$ cat config.mk
export PLATFORM = sky130hd
export DESIGN_NAME = interval_timer_chan
export DESIGN_NICKNAME = d
export VERILOG_FILES = /design/src/rtl/itc_pkg.sv /design/src/rtl/itc_gate_ctl.sv /design/src/rtl/itc_phase.sv /design/src/rtl/itc_out_dec.sv /design/src/rtl/interval_timer_chan.sv
export SDC_FILE = /design/constraint.sdc
export NUM_CORES = 1
export LEC_CHECK = 0
export CAP_MARGIN = 0
export CORE_ASPECT_RATIO = 2
export CORE_UTILIZATION = 50
export CTS_CLUSTER_SIZE = 20
export DETAILED_ROUTE_END_ITERATION = 7
export PLACE_DENSITY = 0.72
export SLEW_MARGIN = 20
export SYNTH_ARGS = -nofsm -noshare
export SYNTH_HDL_FRONTEND = slang
export SYNTH_SLANG_ARGS = --single-unit
export TNS_END_PERCENT = 50
$ cat constraint.sdc
create_clock -name clk -period 5 [get_ports clk]
set_input_delay 1 -clock clk [delete_from_list [all_inputs] [get_ports clk]]
set_output_delay 1 -clock clk [all_outputs]
set_load 0.05 [all_outputs]
$ cat src/rtl/itc_pkg.sv
package itc_pkg;

  typedef enum logic [2:0] {
    M_TERM    = 3'd0,
    M_ONESHOT = 3'd1,
    M_RATE    = 3'd2,
    M_SQUARE  = 3'd3,
    M_SWSTB   = 3'd4,
    M_HWSTB   = 3'd5
  } itc_mode_e;

  // Codes 6 and 7 alias the periodic modes 2 and 3.
  function automatic itc_mode_e itc_norm(input logic [2:0] code);
    case (code)
      3'd6:    return M_RATE;
      3'd7:    return M_SQUARE;
      default: return itc_mode_e'(code);
    endcase
  endfunction

  function automatic logic itc_periodic(input itc_mode_e m);
    return (m == M_RATE) || (m == M_SQUARE);
  endfunction

  // Modes in which the gate level qualifies counting instead of restarting.
  function automatic logic itc_gate_is_enable(input itc_mode_e m);
    return (m == M_TERM) || (m == M_SWSTB);
  endfunction

endpackage

$ cat src/rtl/itc_gate_ctl.sv
module itc_gate_ctl
  import itc_pkg::*;
(
  input  logic      clk,
  input  logic      rst_n,
  input  logic      gate,
  input  logic      tick_en,
  input  itc_mode_e mode,
  output logic      cnt_en,
  output logic      restart
);

  logic gate_q;

  always_ff @(posedge clk or negedge rst_n) begin
    if (!rst_n) gate_q <= 1'b0;
    else        gate_q <= gate;
  end

  always_comb begin
    cnt_en  = tick_en && (gate || !itc_gate_is_enable(mode));
    restart = gate && !gate_q && !itc_gate_is_enable(mode);
  end

endmodule

$ cat src/rtl/itc_phase.sv
module itc_phase
  import itc_pkg::*;
#(
  parameter int W = 16
) (
  input  logic         clk,
  input  logic         rst_n,
  input  logic         load,
  input  logic [W-1:0] load_val,
  input  logic         restart,
  input  logic         cnt_en,
  input  itc_mode_e    mode,
  output logic [W:0]   per_o,
  output logic [W:0]   rem_o,
  output logic [W:0]   vis_o,
  output logic         past_o,
  output logic         moved_o
);

  localparam int FW = W + 1;
  localparam logic [FW-1:0] FULL = FW'(1) << W;

  logic [FW-1:0] per_q, rem_q, vis_q;
  logic          past_q, moved_q;
  logic [FW-1:0] per_n, rem_n, vis_n, wrap_t;
  logic          past_n;

  always_comb begin
    per_n  = (load_val == '0) ? FULL : {1'b0, load_val};
    rem_n  = rem_q;
    vis_n  = vis_q;
    past_n = past_q;
    wrap_t = vis_q + per_q - FW'(2);
    if (itc_periodic(mode)) begin
      rem_n = (rem_q <= FW'(1)) ? per_q : rem_q - FW'(1);
      if (mode == M_SQUARE) begin
        if (vis_q > FW'(2)) vis_n = vis_q - FW'(2);
        else                vis_n = (wrap_t == '0) ? per_q : wrap_t;
      end
    end else begin
      if (rem_q == '0) past_n = 1'b1;
      else             rem_n  = rem_q - FW'(1);
      vis_n = {1'b0, vis_q[W-1:0] - W'(1)};
    end
  end

  always_ff @(posedge clk or negedge rst_n) begin
    if (!rst_n) begin
      per_q   <= FULL;
      rem_q   <= FULL;
      vis_q   <= FULL;
      past_q  <= 1'b0;
      moved_q <= 1'b0;
    end else if (load || restart) begin
      if (load) per_q <= per_n;
      rem_q   <= load ? per_n : per_q;
      vis_q   <= load ? per_n : per_q;
      past_q  <= 1'b0;
      moved_q <= 1'b0;
    end else if (cnt_en) begin
      rem_q   <= rem_n;
      vis_q   <= vis_n;
      past_q  <= past_n;
      moved_q <= 1'b1;
    end
  end

  assign per_o   = per_q;
  assign rem_o   = rem_q;
  assign vis_o   = vis_q;
  assign past_o  = past_q;
  assign moved_o = moved_q;

  AST_LOAD_ZERO_FULL: assert property (@(posedge clk) disable iff (!rst_n)
    (load && load_val == '0) |=> (rem_q == FULL && per_q == FULL));

  AST_PHASE_BOUNDED: assert property (@(posedge clk) disable iff (!rst_n)
    rem_q <= per_q);

endmodule

$ cat src/rtl/itc_out_dec.sv
module itc_out_dec
  import itc_pkg::*;
#(
  parameter int W = 16
) (
  input  itc_mode_e    mode,
  input  logic [W:0]   per,
  input  logic [W:0]   rem,
  input  logic [W:0]   vis,
  input  logic         past,
  input  logic         moved,
  output logic         out,
  output logic [W-1:0] count
);

  localparam int FW = W + 1;
  logic [FW-1:0] half;

  always_comb begin
    half = (per >> 1) + FW'(per[0]);
    case (mode)
      M_TERM, M_ONESHOT: begin
        out   = (rem == '0) || past;
        count = vis[W-1:0];
      end
      M_RATE: begin
        out   = moved && (rem == per);
        count = rem[W-1:0];
      end
      M_SQUARE: begin
        out   = rem > (per - half);
        count = vis[W-1:0];
      end
      default: begin
        out   = (rem == '0) && !past;
        count = vis[W-1:0];
      end
    endcase
  end

endmodule

$ cat src/rtl/interval_timer_chan.sv
module interval_timer_chan
  import itc_pkg::*;
#(
  parameter int W = 16
) (
  input  logic         clk,
  input  logic         rst_n,
  input  logic         tick_en,
  input  logic         gate,
  input  logic         load_en,
  input  logic [W-1:0] load_val,
  input  logic [2:0]   mode,
  output logic [W-1:0] count_o,
  output logic         out_o
);

  localparam int FW = W + 1;

  itc_mode_e     mode_n;
  logic          cnt_en, restart, past, moved;
  logic [FW-1:0] per, rem, vis;

  assign mode_n = itc_norm(mode);

  itc_gate_ctl u_gate (
    .clk(clk), .rst_n(rst_n), .gate(gate), .tick_en(tick_en),
    .mode(mode_n), .cnt_en(cnt_en), .restart(restart)
  );

  itc_phase #(.W(W)) u_phase (
    .clk(clk), .rst_n(rst_n), .load(load_en), .load_val(load_val),
    .restart(restart), .cnt_en(cnt_en), .mode(mode_n),
    .per_o(per), .rem_o(rem), .vis_o(vis), .past_o(past), .moved_o(moved)
  );

  itc_out_dec #(.W(W)) u_dec (
    .mode(mode_n), .per(per), .rem(rem), .vis(vis), .past(past),
    .moved(moved), .out(out_o), .count(count_o)
  );

  AST_TERM_STICKY: assert property (@(posedge clk) disable iff (!rst_n)
    (mode_n == M_TERM && out_o && !load_en) |=> (out_o || itc_norm(mode) != M_TERM));

  AST_STROBE_ONE_TICK: assert property (@(posedge clk) disable iff (!rst_n)
    ((mode_n == M_SWSTB || mode_n == M_HWSTB) && out_o && cnt_en && !load_en && !restart)
      |=> (!out_o || !(itc_norm(mode) == M_SWSTB || itc_norm(mode) == M_HWSTB)));

  AST_GATE_FREEZE: assert property (@(posedge clk) disable iff (!rst_n)
    (itc_gate_is_enable(mode_n) && !gate && !load_en)
      |=> (mode != $past(mode) || count_o == $past(count_o)));

endmodule

==> flow_summary.toml <==
[routing]
ant_nets = 0
drt_wl_total_um = 22600
drt_iter0_drc = 538
avgRoutedWirePerCell_um = 19.9
top_layer = "met4"
avgViaCountPerCell = 6.30
vias = 7156
wl_met1_um = 8440
met3RoutedLength_um = 1050
dr.pass1.iters = 5
post-route-drc-count = 0
wl_met2_um = 11700

[min_path]
min_to = "u_phase.moved_o"
hp-class = "flop to flop"
min-delay-start = "u_phase.moved_o"
hold-path-cell-count = 2

[yosys]
synth.area.top_cells = "dfrtp_1 18%, ha_1 16%, inv_1 5.6%"
yosys.area.top_type = "dfrtp_1"
syn_area_per_cell_um2 = 7.47
synthFlopType = "dfrtp_1"
synth_area_um2 = 6960
ys_ff_latch = 54
synth_top_area_frac = 0.183
syn_inst = 932
syn_nets = 1046
async_flop_share = 1.00
yosysUniqueCellTypes = 64
synth_seq_area_share = 0.195
synth_warnings = 0
synth_edf_count = 0

[sta]
drv_slew = 0
worst-slew-pin-transition_ns = 1.04
fmax_mhz = 196
hold_ws_ns = 0.504
rsz0062_at_grt = "true"
fin_crit_ns = 5.09
clock_skew_ns = 0.00430
hold_violations = 0
setup_viol = 1
worst_slack_ns = -0.0930
relSlewSlack = 0.297
post-route-period-util = 1.02

[layout]
final_layout_size_suffix_gt1_frac = 0.130
seqCellArea_um2 = 1360
design_area_um2 = 8210
multi_input_area_um2 = 5200
antenna_cells = 0
nNetsFinal = 1094
area_growth_pct = 17.8
n_fill_cell = 1236

[grt]
grt-ovfl-total = 0
first_global_vias = 7070
grt_max_degree = 55
grt_pass1_wl_um = 35900
track_usage = 0.323
grt_antenna_before_repair = 0

[critical_path]
required_ns = 4.00
worstSetupStartpointType = "flop"
critPathKind = "flop to primary output"
r2r-start = "u_phase.per_o[1]"
r2r_cells = 18
crit_path_end_kind = "primary output"
worstPathArrival_ns = 4.09
reg2reg_slack_ns = 0.55
worstPathMaxFanout = 3
timing.rr.end = "u_phase.vis_o[0]"

[outcome]
status = "finished, violations left"
violations = "setup timing"

[pwr]
power_frac_clock = 0.138
internal_power_w = 0.00157
leakagePower_nw = 3.63
cellPowerDensity_nw_per_um2 = 368
netSwitchingPower_w = 0.00145
vdd.ir_drop.worst_mv = 0.216
p_comb_frac = 0.654
seq_power_share = 0.208
finalPower_w = 0.00302
power_switching_share = 0.480

[placed_design]
dpl-instance-area_um2 = 7840
hpwlAfterDp_um = 18200
gp_congestion = 1.03
port_buffers = 40

[cts]
clk_latency_ns = 0.31
htreeDepth = 2
clock_sinks = 54
cts_buffers = 5
root_buffer = "clkbuf_16"
cts_buffer_depth = 2
clk_pin_slew_ns = 0.08
cts_tree = "done"

[floorplanning]
die_height_um = 169
die_area_um2 = 14400
initial_core_util = 0.515
core_area_um2 = 13500
die_x_um = 85.4
rows = 60
ioPinCount = 41

[job]
cap_violations = 0
cell families after synthesis:
| group | after synthesis | synth area share |
|---|---|---|
| fa+ha+maj | 90 | 0.164 |
| buf+inv | 147 | 0.0805 |
| flops | 54 | 0.195 |
| xor+xnor | 71 | 0.0893 |
| mux | 19 | 0.0298 |
| compound gates | 262 | 0.238 |
| simple gates | 289 | 0.204 |
per-layer routing:
metal	global-route usage	vias to the layer above
met4	0.207	0
met5	0	-
met1	0.352	3402
met2	0.589	253
met3	0.0263	78
li1	-	3423
worst max-delay path by stage:
| stage | from | end | slack, ns |
|---|---|---|---|
| 2_1_floorplan | u_phase.per_o[1] | out_o | 0.03 |
| 3_3_place_gp | u_phase.per_o[0] | out_o | -0.07 |
| 3_5_place_dp | u_phase.per_o[0] | out_o | -0.16 |
| 4_1_cts | u_phase.per_o[4] | out_o | -0.14 |
| 5_1_grt | u_phase.per_o[1] | out_o | -0.32 |
| 6_report | u_phase.per_o[0] | out_o | -0.09 |
worst max-delay path: stages, from the launching register on:
cell and delay, ns:
dfrtp_1 0.39, inv_2 0.07, ha_4 0.26, xor2_2 0.17, inv_1 0.06, ha_1 0.17, o21ai_1 0.11, nand3b_1 0.10
a21o_1 0.17, a21o_1 0.21, a21oi_2 0.21, o2111ai_2 0.17, a31oi_1 0.21, o21ai_1 0.11, xnor2_1 0.14, ha_1 0.28
and4_1 0.23, a21oi_2 0.07, o21ai_1 0.08, o21ai_1 0.08, a31oi_1 0.17, o311ai_2 0.15, buf_6 0.18
timing repair:
item | in CTS | in global routing
hold buffers | 0 | 0
endpoints found under the setup margin | 1 | 1
pin swaps | 24 | 25
buffers inserted | 3 | 2
gates resized for setup | 29 | 14
per-stage QoR:
| step | utilization | instances | setup slack (ns) | TNS (ns) |
|---|---|---|---|---|
| global route | 0.607 | 1136 | -0.325 | -0.325 |
| global placement | 0.580 | 1123 | -0.0744 | -0.0744 |
| CTS | 0.601 | 1134 | -0.143 | -0.143 |
| finish | 0.607 | 1136 | -0.0930 | -0.0930 |
| floorplan | - | 932 | 0.0283 | 0 |
| detailed placement | 0.580 | 1123 | -0.163 | -0.163 |
cells in the mapped netlist (all sizes together), types with 11 or more instances:
library cell and count:
nor4 19, a21o 14, nor2 71, xor2 37, o21a 11, ha 88
a21oi 60, dfrtp 51, a31oi 13, nand4 12, o211ai 20, mux2 14
nor3 29, clkbuf 40, nand2 78, xnor2 34, o21ai 83, inv 104
nand3 23
layout make-up:
class / count / area share
repair buffers: 84 / 0.109
inverters: 104 / 0.0476
well taps: 155 / 0.0236
multi-input cells: 731 / 0.634
clock buffers: 5 / 0.0152
clock inverters: 3 / 0.00549
flip-flops and latches: 54 / 0.165
state kept, by name, indices dropped and copies added (netlist names):
register         cells
u_gate.gate_q        1
u_phase.per_o       17
u_phase.vis_o       17
u_phase.past_o       1
u_phase.moved_o      1
u_phase.rem_o       17
power groups by stage:
stage	clock network [W]	logic, W	registers [W]
2_1_floorplan	0	0.00135	0.000568
3_5_place_dp	0	0.00188	0.000630
4_1_cts	0.000415	0.00193	0.000621
6_report	0.000417	0.00197	0.000627
5_1_grt	0.000429	0.00217	0.000637
3_3_place_gp	0	0.00185	0.000628
placed cells by master (no fill, tap or decap), types with 17 or more instances in the layout:
cell	instances
a21oi_1	54
buf_4	43
clkdlybuf4s50_1	22
dfrtp_1	50
ha_1	83
inv_1	98
nand2_1	78
nand3_1	22
nor2_1	70
nor3_1	29
nor4_1	17
o211ai_1	20
o21ai_0	47
o21ai_1	33
xnor2_1	34
xor2_1	35
Power figures use the tool's default switching activity.
